==> config.mk <==
export PLATFORM = sky130hd
export DESIGN_NAME = flash_cmd_ctrl
export DESIGN_NICKNAME = d
export VERILOG_FILES = /design/src/rtl/fsp_pkg.sv /design/src/rtl/fsp_cmd_pick.sv /design/src/rtl/fsp_arm_window.sv /design/src/rtl/fsp_section_guard.sv /design/src/rtl/flash_cmd_ctrl.sv
export SDC_FILE = /design/constraint.sdc
export NUM_CORES = 1
export LEC_CHECK = 0
export BUFFER_PORTS_ARGS = -buffer_cell sky130_fd_sc_hd__buf_2
export CAP_MARGIN = 20
export CORE_MARGIN = 3
export CORE_UTILIZATION = 52
export DETAILED_ROUTE_END_ITERATION = 16
export PLACE_DENSITY = 0.92
export SETUP_SLACK_MARGIN = 0.5
export SYNTH_ARGS = -nofsm -noshare
export SYNTH_HDL_FRONTEND = slang
export SYNTH_HIERARCHICAL = 1
export SYNTH_SLANG_ARGS = --single-unit
==> constraint.sdc <==
create_clock -name clk -period 5.1 [get_ports clk]
set_input_delay 0.765 -clock clk [delete_from_list [all_inputs] [get_ports clk]]
set_output_delay 0.765 -clock clk [all_outputs]
set_load 0.05 [all_outputs]
==> src/rtl/fsp_pkg.sv <==
package fsp_pkg;
    localparam int REG_W      = 8;
    localparam int BIT_EN     = 0;
    localparam int BIT_RSVD   = 5;
    localparam int BIT_BUSY   = 6;
    localparam int BIT_IE     = 7;
    localparam int CMD_N      = 4;
    localparam int CMD_LSB    = 1;
    localparam int OP_N       = 3;
    // command slot indices inside the stored one-hot command
    localparam int C_ERASE    = 0;
    localparam int C_WRITE    = 1;
    localparam int C_LOCK     = 2;
    localparam int C_REEN     = 3;
endpackage

==> src/rtl/fsp_cmd_pick.sv <==
module fsp_cmd_pick #(
    parameter int N = 4
) (
    input  logic [N-1:0] req,
    output logic [N-1:0] grant
);
    logic [N-1:0] seen;

    assign seen[0] = 1'b0;
    for (genvar i = 0; i < N; i++) begin : g_chain
        assign grant[i] = req[i] & ~seen[i];
        if (i < N - 1) begin : g_next
            assign seen[i+1] = seen[i] | req[i];
        end
    end
endmodule

==> src/rtl/fsp_arm_window.sv <==
module fsp_arm_window #(
    parameter int WIN_CYC = 4,
    parameter int LPM_CYC = 3
) (
    input  logic clk,
    input  logic rst_n,
    input  logic arm,
    input  logic clear,
    output logic open_win,
    output logic lpm_open,
    output logic expire
);
    localparam int CNT_W = $clog2(WIN_CYC + 1);
    localparam logic [CNT_W-1:0] CNT_FULL = CNT_W'(WIN_CYC);
    localparam logic [CNT_W-1:0] LPM_FLOOR = CNT_W'(WIN_CYC - LPM_CYC);

    logic [CNT_W-1:0] cnt_q, cnt_d;

    always_comb begin
        cnt_d = cnt_q;
        if (arm) begin
            cnt_d = CNT_FULL;
        end else if (clear) begin
            cnt_d = '0;
        end else if (cnt_q != '0) begin
            cnt_d = cnt_q - 1'b1;
        end
    end

    always_ff @(posedge clk or negedge rst_n) begin
        if (!rst_n) cnt_q <= '0;
        else        cnt_q <= cnt_d;
    end

    assign open_win = (cnt_q != '0);
    assign lpm_open = (cnt_q > LPM_FLOOR);
    assign expire   = (cnt_q == CNT_W'(1)) && !arm && !clear;

    p_win_bound_r3: assert property (@(posedge clk) disable iff (!rst_n)
        cnt_q <= CNT_FULL);
    p_win_expire_r3: assert property (@(posedge clk) disable iff (!rst_n)
        expire |=> (cnt_q == '0));
endmodule

==> src/rtl/fsp_section_guard.sv <==
module fsp_section_guard (
    input  logic clk,
    input  logic rst_n,
    input  logic set_busy,
    input  logic clr_busy,
    output logic busy
);
    logic busy_q, busy_d;

    always_comb begin
        busy_d = busy_q;
        if (set_busy)      busy_d = 1'b1;
        else if (clr_busy) busy_d = 1'b0;
    end

    always_ff @(posedge clk or negedge rst_n) begin
        if (!rst_n) busy_q <= 1'b0;
        else        busy_q <= busy_d;
    end

    assign busy = busy_q;

    p_busy_set_r6: assert property (@(posedge clk) disable iff (!rst_n)
        set_busy |=> busy);
    p_busy_clr_r7: assert property (@(posedge clk) disable iff (!rst_n)
        (clr_busy && !set_busy) |=> !busy);
endmodule

==> src/rtl/flash_cmd_ctrl.sv <==
module flash_cmd_ctrl
    import fsp_pkg::*;
#(
    parameter int PAGE_W    = 9,
    parameter int RWW_PAGES = 448,
    parameter int WIN_CYC   = 4,
    parameter int LPM_CYC   = 3
) (
    input  logic              clk,
    input  logic              rst_n,
    input  logic              reg_we,
    input  logic [REG_W-1:0]  reg_wdata,
    output logic [REG_W-1:0]  reg_rdata,
    input  logic              irq_global_en,
    output logic              irq,
    input  logic              spm_strobe,
    input  logic              lpm_strobe,
    input  logic [PAGE_W-1:0] ptr_page,
    input  logic              ptr_lsb,
    input  logic [REG_W-1:0]  lock_bits,
    input  logic [REG_W-1:0]  fuse_bits,
    output logic              lpm_hit,
    output logic [REG_W-1:0]  lpm_data,
    output logic              flash_start,
    output logic [OP_N-1:0]   flash_op,
    output logic [PAGE_W-1:0] flash_page,
    input  logic              flash_done,
    output logic              buf_load,
    output logic              buf_abort,
    output logic              rww_busy,
    output logic              halt_core
);
    typedef struct packed {
        logic              ie;
        logic              en;
        logic [CMD_N-1:0]  cmd;
        logic              run;
        logic              ld_arm;
        logic              start;
        logic [OP_N-1:0]   op;
        logic [PAGE_W-1:0] page;
        logic              tgt_rww;
        logic              lhit;
        logic [REG_W-1:0]  ldata;
        logic              bload;
        logic              babort;
    } ctl_t;

    ctl_t s_q, s_d;

    logic             win_arm, win_clear, win_open, win_lpm, win_expire;
    logic             g_set, g_clr, busy;
    logic [CMD_N-1:0] picked;
    logic             page_in_rww;
    logic             prog_cmd;

    fsp_cmd_pick #(.N(CMD_N)) u_pick (
        .req   (reg_wdata[CMD_LSB +: CMD_N]),
        .grant (picked)
    );

    fsp_arm_window #(.WIN_CYC(WIN_CYC), .LPM_CYC(LPM_CYC)) u_win (
        .clk      (clk),
        .rst_n    (rst_n),
        .arm      (win_arm),
        .clear    (win_clear),
        .open_win (win_open),
        .lpm_open (win_lpm),
        .expire   (win_expire)
    );

    fsp_section_guard u_guard (
        .clk      (clk),
        .rst_n    (rst_n),
        .set_busy (g_set),
        .clr_busy (g_clr),
        .busy     (busy)
    );

    assign page_in_rww = int'(ptr_page) < RWW_PAGES;
    assign prog_cmd    = s_q.cmd[C_ERASE] | s_q.cmd[C_WRITE];

    always_comb begin
        s_d        = s_q;
        s_d.start  = 1'b0;
        s_d.lhit   = 1'b0;
        s_d.bload  = 1'b0;
        s_d.babort = 1'b0;
        win_arm    = 1'b0;
        win_clear  = 1'b0;
        g_set      = 1'b0;
        g_clr      = 1'b0;

        if (reg_we && s_q.run) begin
            s_d.ie = reg_wdata[BIT_IE];
        end else if (reg_we) begin
            s_d.ie = reg_wdata[BIT_IE];
            if (s_q.en && s_q.ld_arm && reg_wdata[CMD_LSB + C_REEN]) begin
                s_d.babort = 1'b1;
                s_d.en     = 1'b0;
                s_d.cmd    = '0;
                s_d.ld_arm = 1'b0;
                win_clear  = 1'b1;
            end else if (reg_wdata[BIT_EN]) begin
                s_d.en     = 1'b1;
                s_d.cmd    = picked;
                s_d.ld_arm = (picked == '0);
                win_arm    = 1'b1;
            end else begin
                s_d.en     = 1'b0;
                s_d.cmd    = '0;
                s_d.ld_arm = 1'b0;
                win_clear  = 1'b1;
            end
        end else if (win_open && spm_strobe) begin
            win_clear = 1'b1;
            if (prog_cmd || s_q.cmd[C_LOCK]) begin
                s_d.start   = 1'b1;
                s_d.op      = s_q.cmd[OP_N-1:0];
                s_d.page    = ptr_page;
                s_d.run     = 1'b1;
                s_d.tgt_rww = page_in_rww;
                g_set       = prog_cmd && page_in_rww;
            end else if (s_q.cmd[C_REEN]) begin
                g_clr   = 1'b1;
                s_d.en  = 1'b0;
                s_d.cmd = '0;
            end else begin
                s_d.bload  = 1'b1;
                g_clr      = 1'b1;
                s_d.en     = 1'b0;
                s_d.ld_arm = 1'b0;
            end
        end else if (win_expire) begin
            s_d.en     = 1'b0;
            s_d.cmd    = '0;
            s_d.ld_arm = 1'b0;
        end

        if (s_q.run && flash_done) begin
            s_d.run = 1'b0;
            s_d.en  = 1'b0;
            s_d.cmd = '0;
        end

        if (lpm_strobe && win_lpm && s_q.cmd[C_LOCK] && !s_q.run) begin
            s_d.lhit  = 1'b1;
            s_d.ldata = ptr_lsb ? fuse_bits : lock_bits;
        end
    end

    always_ff @(posedge clk or negedge rst_n) begin
        if (!rst_n) s_q <= '0;
        else        s_q <= s_d;
    end

    assign reg_rdata   = {s_q.ie, busy, 1'b0, s_q.cmd, s_q.en};
    assign irq         = s_q.ie & irq_global_en & ~s_q.en;
    assign lpm_hit     = s_q.lhit;
    assign lpm_data    = s_q.ldata;
    assign flash_start = s_q.start;
    assign flash_op    = s_q.op;
    assign flash_page  = s_q.page;
    assign buf_load    = s_q.bload;
    assign buf_abort   = s_q.babort;
    assign rww_busy    = busy;
    assign halt_core   = s_q.run & s_q.op[C_WRITE] & ~s_q.tgt_rww;

    p_reserved_zero_r1: assert property (@(posedge clk) disable iff (!rst_n)
        reg_rdata[BIT_RSVD] == 1'b0);
    p_irq_gate_r2: assert property (@(posedge clk) disable iff (!rst_n)
        irq |-> (reg_rdata[BIT_IE] && !reg_rdata[BIT_EN]));
    p_start_onehot_r4: assert property (@(posedge clk) disable iff (!rst_n)
        flash_start |-> $onehot(flash_op));
    p_done_clears_r5: assert property (@(posedge clk) disable iff (!rst_n)
        (s_q.run && flash_done) |=> !reg_rdata[BIT_EN]);
    p_run_locks_r8: assert property (@(posedge clk) disable iff (!rst_n)
        (s_q.run && !flash_done) |=> $stable(reg_rdata[BIT_BUSY:0]));
    p_lpm_lock_r10: assert property (@(posedge clk) disable iff (!rst_n)
        lpm_hit |-> $past(reg_rdata[CMD_LSB + C_LOCK]));
    p_halt_run_r11: assert property (@(posedge clk) disable iff (!rst_n)
        halt_core |-> (reg_rdata[BIT_EN] && reg_rdata[CMD_LSB + C_WRITE]));
endmodule

==> results.cfg, run 1 <==
[status]
outcome = finished clean

[detailed_routing]
drt-initial-drc-count = 53
count_of_nets_left_with_antenna_violations_after_detail_routing = 0
routed_via_density = 5.003
wire_per_inst_um = 12.71
drt_wl_total_um = 3673
first_pass_iters = 4
residual_drc_count = 0
vias = 1446

[worst_hold_path]
min-delay-start = flash_page[3]
hold_path_class = reg2reg

[place]
gp_congestion = 0.8173
dp.final_hpwl_um = 2837
dp_cells = 281
dpl_cell_area_um2 = 2133
io_buffers = 72

[setup_path]
required_ps = 5280
worst_setup_path_startpoint = u_win/cnt_q[1]
crit_path_max_fanout = 6
r2r_start = u_win/cnt_q[1]
critical_path.endpoint_type = register
arrival_ps = 2770
worstSetupStartpointType = register
setup.worst_path.class = reg2reg

[timing]
max_clock_freq_mhz = 384.7
finalHoldViolations = 0
fin_setup_tns_ps = 0
maxSlewHeadroom = 0.4767
worst_clock_skew_ps = 6.009
timing_max_transition_violations_final = 0
ratio_of_final_minimum_period_to_clock_period = 0.5096
report.final.setup_viol = 0
post_route_hold_slack_ps = 467.2
worst_pin_slew_ps = 784.9
finalWorstPathRequiredPeriod_ps = 2599
rsz_0062_raised_after_global_routing = no

[finish]
post_layout_nonfiller_instances = 289
fill_cells = 285
final_cell_area_um2 = 2250
multi_input_area_um2 = 755.7
post_route_cells_drive_above_1_share = 0.3704
syn_to_final_growth_pct = 14.23
fin_nets = 286
final-seq-area_um2 = 925.9
post-route-util = 0.6438
antenna_diode_count = 0

[cts]
path_clk_slew_ps = 70
cts_inserted_buffers = 5
tritoncts = yes
cts-resized-gates = 0
cts_post_setup_buffers_inserted = 0
h_tree_levels = 2
clkLatencyLatePin_ps = 280
hold_buffer_count_at_cts = 0
clkSinkCount = 37
cts-root-to-sink-buffers = 2
clk_root_buffer_cell = clkbuf_8

[synthesis]
yosysWarningCount = 6
synth_top_flop_cell = dfrtp_1
dominant_cells_by_area_after_synthesis = dfrtp_1 (47%), buf_4 (11%), nand2_1 (8.2%)
synth_cell_types = 41
postSynthRegisterBits = 37
netlist.area_leader.share = 0.4701
synth_fp_nets = 241
yosys.cell_count.top_type = nand2_1
synthTopCellsByCount = nand2_1 (43), dfrtp_1 (37), buf_4 (29)
number_of_synthesized_flops_with_an_enable_pin = 0
yosysTopAreaCell = dfrtp_1
async_reset_ff_frac = 1.000
post_synth_inst_count = 197
yosysSeqAreaShare = 0.4701
syn-mean-instance-area_um2 = 9.997
netlist_area_um2 = 1969

[pwr]
power_per_cell_area_nw_per_um2 = 609.5
maximum_vdd_ir_drop_uv = 271.9
power_leakage_nw = 1.259

[floorplan]
floorplan.die.height_um = 67.54
fp.dieArea_um2 = 4562
fp-row-count = 21
starting_utilization_of_the_core_area = 0.5636
core_area_um2 = 3495
die-width_um = 67.54
pin_count = 76

[global_route]
grt_first_pass_wirelength_um = 5947
grt_start_max_net_pins = 38
initial_antenna_violation_count = 0
first_global_vias = 1338
gr-total-overflow = 0
grt.total_usage = 0.1753

[flow_run]
drv_cap = 0
[path summary, 6_finish.rpt]
kind,slack [ps],to,cells past startpoint
worst min-delay path,470,flash_page[3],2
worst max-delay path,2500,reg_rdata[3],11
max in group asynchronous,4040,flash_op[0],1
worst min register to register,470,flash_page[3],2
min in group asynchronous,560,reg_rdata[0],1
worst max register to register,2500,reg_rdata[3],11
[registers in the layout, indices dropped and copies added (netlist names)]
name,cells
u_guard/busy,1
flash_op,3
lpm_data,8
flash_page,9
reg_rdata,6
buf_abort,1
lpm_hit,1
s_q,3
u_win/cnt_q,3
buf_load,1
flash_start,1
[layout make-up]
class | instances | area share
Multi-Input combinational cell | 117 | 0.3359
Inverter | 9 | 0.01502
Timing Repair Buffer | 72 | 0.1602
Tap cell | 46 | 0.02558
Clock inverter | 1 | 0.01335
Clock buffer | 7 | 0.03838
Sequential cell | 37 | 0.4116
[layout by cell type (no fill, tap or decap), types with 2 or more instances in the layout]
cell type	netlist	final
dfrtp_1	37	37
nor3_1	2	2
clkbuf_8	0	6
ha_1	3	3
a21o_1	3	3
nand2_1	43	43
inv_1	8	8
buf_2	2	72
o21ai_0	8	8
nor2b_1	4	4
a22o_1	6	6
o21ai_1	2	2
nor2_1	11	11
mux2i_1	10	10
a22oi_2	2	2
[where the power goes]
part           internal [W]  leakage (nW)  switching [W]
combinational      0.000180         0.724       0.000481
sequential         0.000392         0.477      0.0000615
clock              0.000159        0.0585      0.0000972
total              0.000732          1.26       0.000639
[through the flow]
| stage | worst slack [ps] | power, W |
|---|---|---|
| 4_1_cts | 2523 | 0.001385 |
| 6_report | 2501 | 0.001371 |
| 3_5_place_dp | 2564 | 0.001125 |
| 3_3_place_gp | 2613 | 0.001107 |
| 5_1_grt | 2291 | 0.001453 |
| 2_1_floorplan | 2846 | 0.001090 |
[worst max-delay path: stages (launching register included)]
cell and delay [ps]:
dfrtp_1 420, inv_1 100, ha_1 160, ha_1 230, inv_1 150, nand3b_4 140, a32oi_1 160, nor4b_1 450
nor2_1 70, a22oi_1 290, a22oi_2 130, a22o_1 200
[metal layers]
metal,vias to the layer above,track usage,share of wire
met2,53,0.3123,0.50
met1,670,0.1998,0.41
li1,719,-,-
met3,4,0.05824,0.081
met4,0,0.04557,0.0057
met5,-,0,0
[cell families after synthesis]
logic type,count (synthesis),share of synthesized area
and+or+nand+nor,73,0.1868
xor gates and xnor gates,1,0.004448
adders and majority gates,3,0.01906
DFF,37,0.4701
muxes,11,0.05655
buffers and inverters,43,0.1461
AOI/OAI and AO/OA,28,0.1150
other,1,0.001904
Power figures use the tool's default switching activity.
==> run 2, diff against run 1 <==
--- a/config.mk
+++ b/config.mk
@@ -8,9 +8,9 @@
 export BUFFER_PORTS_ARGS = -buffer_cell sky130_fd_sc_hd__buf_2
 export CAP_MARGIN = 20
 export CORE_MARGIN = 3
-export CORE_UTILIZATION = 52
+export CORE_UTILIZATION = 44
 export DETAILED_ROUTE_END_ITERATION = 16
-export PLACE_DENSITY = 0.92
+export PLACE_DENSITY = 0.84
 export SETUP_SLACK_MARGIN = 0.5
 export SYNTH_ARGS = -nofsm -noshare
 export SYNTH_HDL_FRONTEND = slang
==> constraint.sdc (replaced) <==
create_clock -name clk -period 2.23 [get_ports clk]
set_input_delay 0.3345 -clock clk [delete_from_list [all_inputs] [get_ports clk]]
set_output_delay 0.3345 -clock clk [all_outputs]
set_load 0.05 [all_outputs]
==> results.cfg, run 2 (synthesized netlist as in run 1, its figures left out) <==
[setup_path]
required_ps = 2410
worst_setup_path_startpoint = u_win/cnt_q[1]
timing.rr.end = reg_rdata[2]
worst_path_largest_cell_delay_ps = 390
reg2reg_slack_ps = 360
r2r_start = u_win/cnt_q[1]
reg2regPathDepth = 11
setup.worst_path.class = reg2reg
arrival_ps = 2050
cp_cell_sequence = inv_2 > ha_4 > ha_4 > inv_4 > nand3b_4 > a32oi_4 > nor4b_2 > nor2_1 > a22oi_2 > a22oi_2 > a22o_1
crit_path_max_fanout = 3
worstSetupStartpointType = register
critical_path.endpoint_type = register
slowest_stage = dfrtp_1

[global_route]
grt_first_pass_wirelength_um = 6548
first_global_vias = 1478
gr-total-overflow = 0
busiest_layer = met2
groute.layer.met3.usage = 0.04270
grt_start_max_net_pins = 38
globalRouteMet1Util = 0.1830
grt.total_usage = 0.1615
grt_util_met2 = 0.2766
initial_antenna_violation_count = 0

[timing]
timing_max_transition_violations_final = 0
rsz_0062_raised_after_global_routing = yes
timing.final.ws_setup_ps = 357.0
ratio_of_final_minimum_period_to_clock_period = 0.8399
report.final.setup_viol = 0
worst_clock_skew_ps = 7.258
maxSlewHeadroom = 0.4708
finalHoldViolations = 0
finalWorstPathRequiredPeriod_ps = 1873
max_clock_freq_mhz = 533.9
post_route_hold_slack_ps = 123.5
worst_pin_slew_ps = 793.8
fin_setup_tns_ps = 0

[flow_run]
drv_cap = 0

[floorplan]
floorplan.die.height_um = 72.90
fp.dieArea_um2 = 5314
core_area_um2 = 4144
fp-row-count = 23
starting_utilization_of_the_core_area = 0.4752
die-width_um = 72.90
pin_count = 76

[place]
pre_cts_slack_ps = 115.1
gp_congestion = 0.8000
dp_cells = 287
io_buffers = 72
dp.final_hpwl_um = 3031

[finish]
fin_nets = 308
largest_reg_flops = 9
post_layout_nonfiller_instances = 315
syn_to_final_growth_pct = 27.57
post_route_cells_drive_above_1_share = 0.4717
layout_commonest_cell = buf_2
layout_common_cells = buf_2 (72), nand2_1 (41), dfrtp_1 (37), buf_4 (17)
antenna_diode_count = 0
post-route-util = 0.6063

[cts]
h_tree_levels = 2
clkSinkCount = 37
clkLatencyLatePin_ps = 290
path_clk_slew_ps = 70
tritoncts = yes
cts_inserted_buffers = 5
hold_buffer_count_at_cts = 0
cts-root-to-sink-buffers = 2
clk_root_buffer_cell = clkbuf_8

[pwr]
power_leakage_nw = 1.363
power_per_cell_area_nw_per_um2 = 1319
clock_power_share = 0.136
cell_internal_power_w = 0.001726
comb_power_share = 0.553
seqPwrFrac = 0.310
maximum_vdd_ir_drop_uv = 501.5
p_sw_w = 0.001588
switching_share = 0.4793

[detailed_routing]
wire_per_inst_um = 13.39
first_pass_iters = 4
vias = 1559
drt-initial-drc-count = 28
routed_via_density = 4.949
count_of_nets_left_with_antenna_violations_after_detail_routing = 0
drt_wl_total_um = 4217
residual_drc_count = 0

[status]
outcome = finished clean

[worst_hold_path]
hold_path_class = in2async
run 2: worst max-delay path: cells and delay by family (launching register included):
family / cells / cell delay [ps]
simple gates: 3 / 470
flops: 1 / 390
compound gates: 4 / 510
buf+inv: 2 / 120
fa+ha+maj: 2 / 270
run 2: metrics by stage:
stage | power, W | instance area (um2)
after floorplan | 0.002549 | 2017
after global placement | 0.002610 | 2201
after detailed placement | 0.002658 | 2201
after CTS | 0.003210 | 2364
after global routing | 0.003505 | 2512
final | 0.003314 | 2512
run 2: area by class of cell:
| type | count | area [um2] |
|---|---|---|
| Clock inverter | 3 | 17.52 |
| Fill cell | 346 | 1632 |
| Sequential cell | 37 | 925.9 |
| Clock buffer | 5 | 68.82 |
| Tap cell | 50 | 62.56 |
| Timing Repair inverter | 1 | 8.758 |
| Timing Repair Buffer | 93 | 535.5 |
| Multi-Input combinational cell | 117 | 844.6 |
| Inverter | 9 | 48.80 |
run 2: routing by layer:
metal / vias up / wire (um)
li1: 769 / -
met1: 714 / 1777
met2: 63 / 2012
met3: 13 / 296
met4: 0 / 131
met5: - / 0
run 2: timing repair:
action / in CTS / in global routing
pin swaps: 11 / 13
gates cloned: 0 / 1
buffers inserted: 7 / 12
setup endpoints to repair: 22 / 8
gates resized for setup: 5 / 11
run 2: power groups by stage:
| stage | sequential [W] | combinational, W | clock [W] |
|---|---|---|---|
| 2_1_floorplan | 0.00107 | 0.00148 | 0 |
| 4_1_cts | 0.00102 | 0.00172 | 0.000470 |
| 6_report | 0.00103 | 0.00183 | 0.000452 |
| 3_5_place_dp | 0.00105 | 0.00161 | 0 |
| 5_1_grt | 0.00106 | 0.00195 | 0.000502 |
| 3_3_place_gp | 0.00104 | 0.00157 | 0 |
run 2: how the worst max path moves through the flow:
stage	end	slack (ps)	cells past startpoint
2_1_floorplan	reg_rdata[1]	280	11
3_3_place_gp	reg_rdata[3]	170	11
3_5_place_dp	reg_rdata[3]	120	11
4_1_cts	reg_rdata[2]	300	11
5_1_grt	reg_rdata[1]	260	11
6_report	reg_rdata[2]	360	11
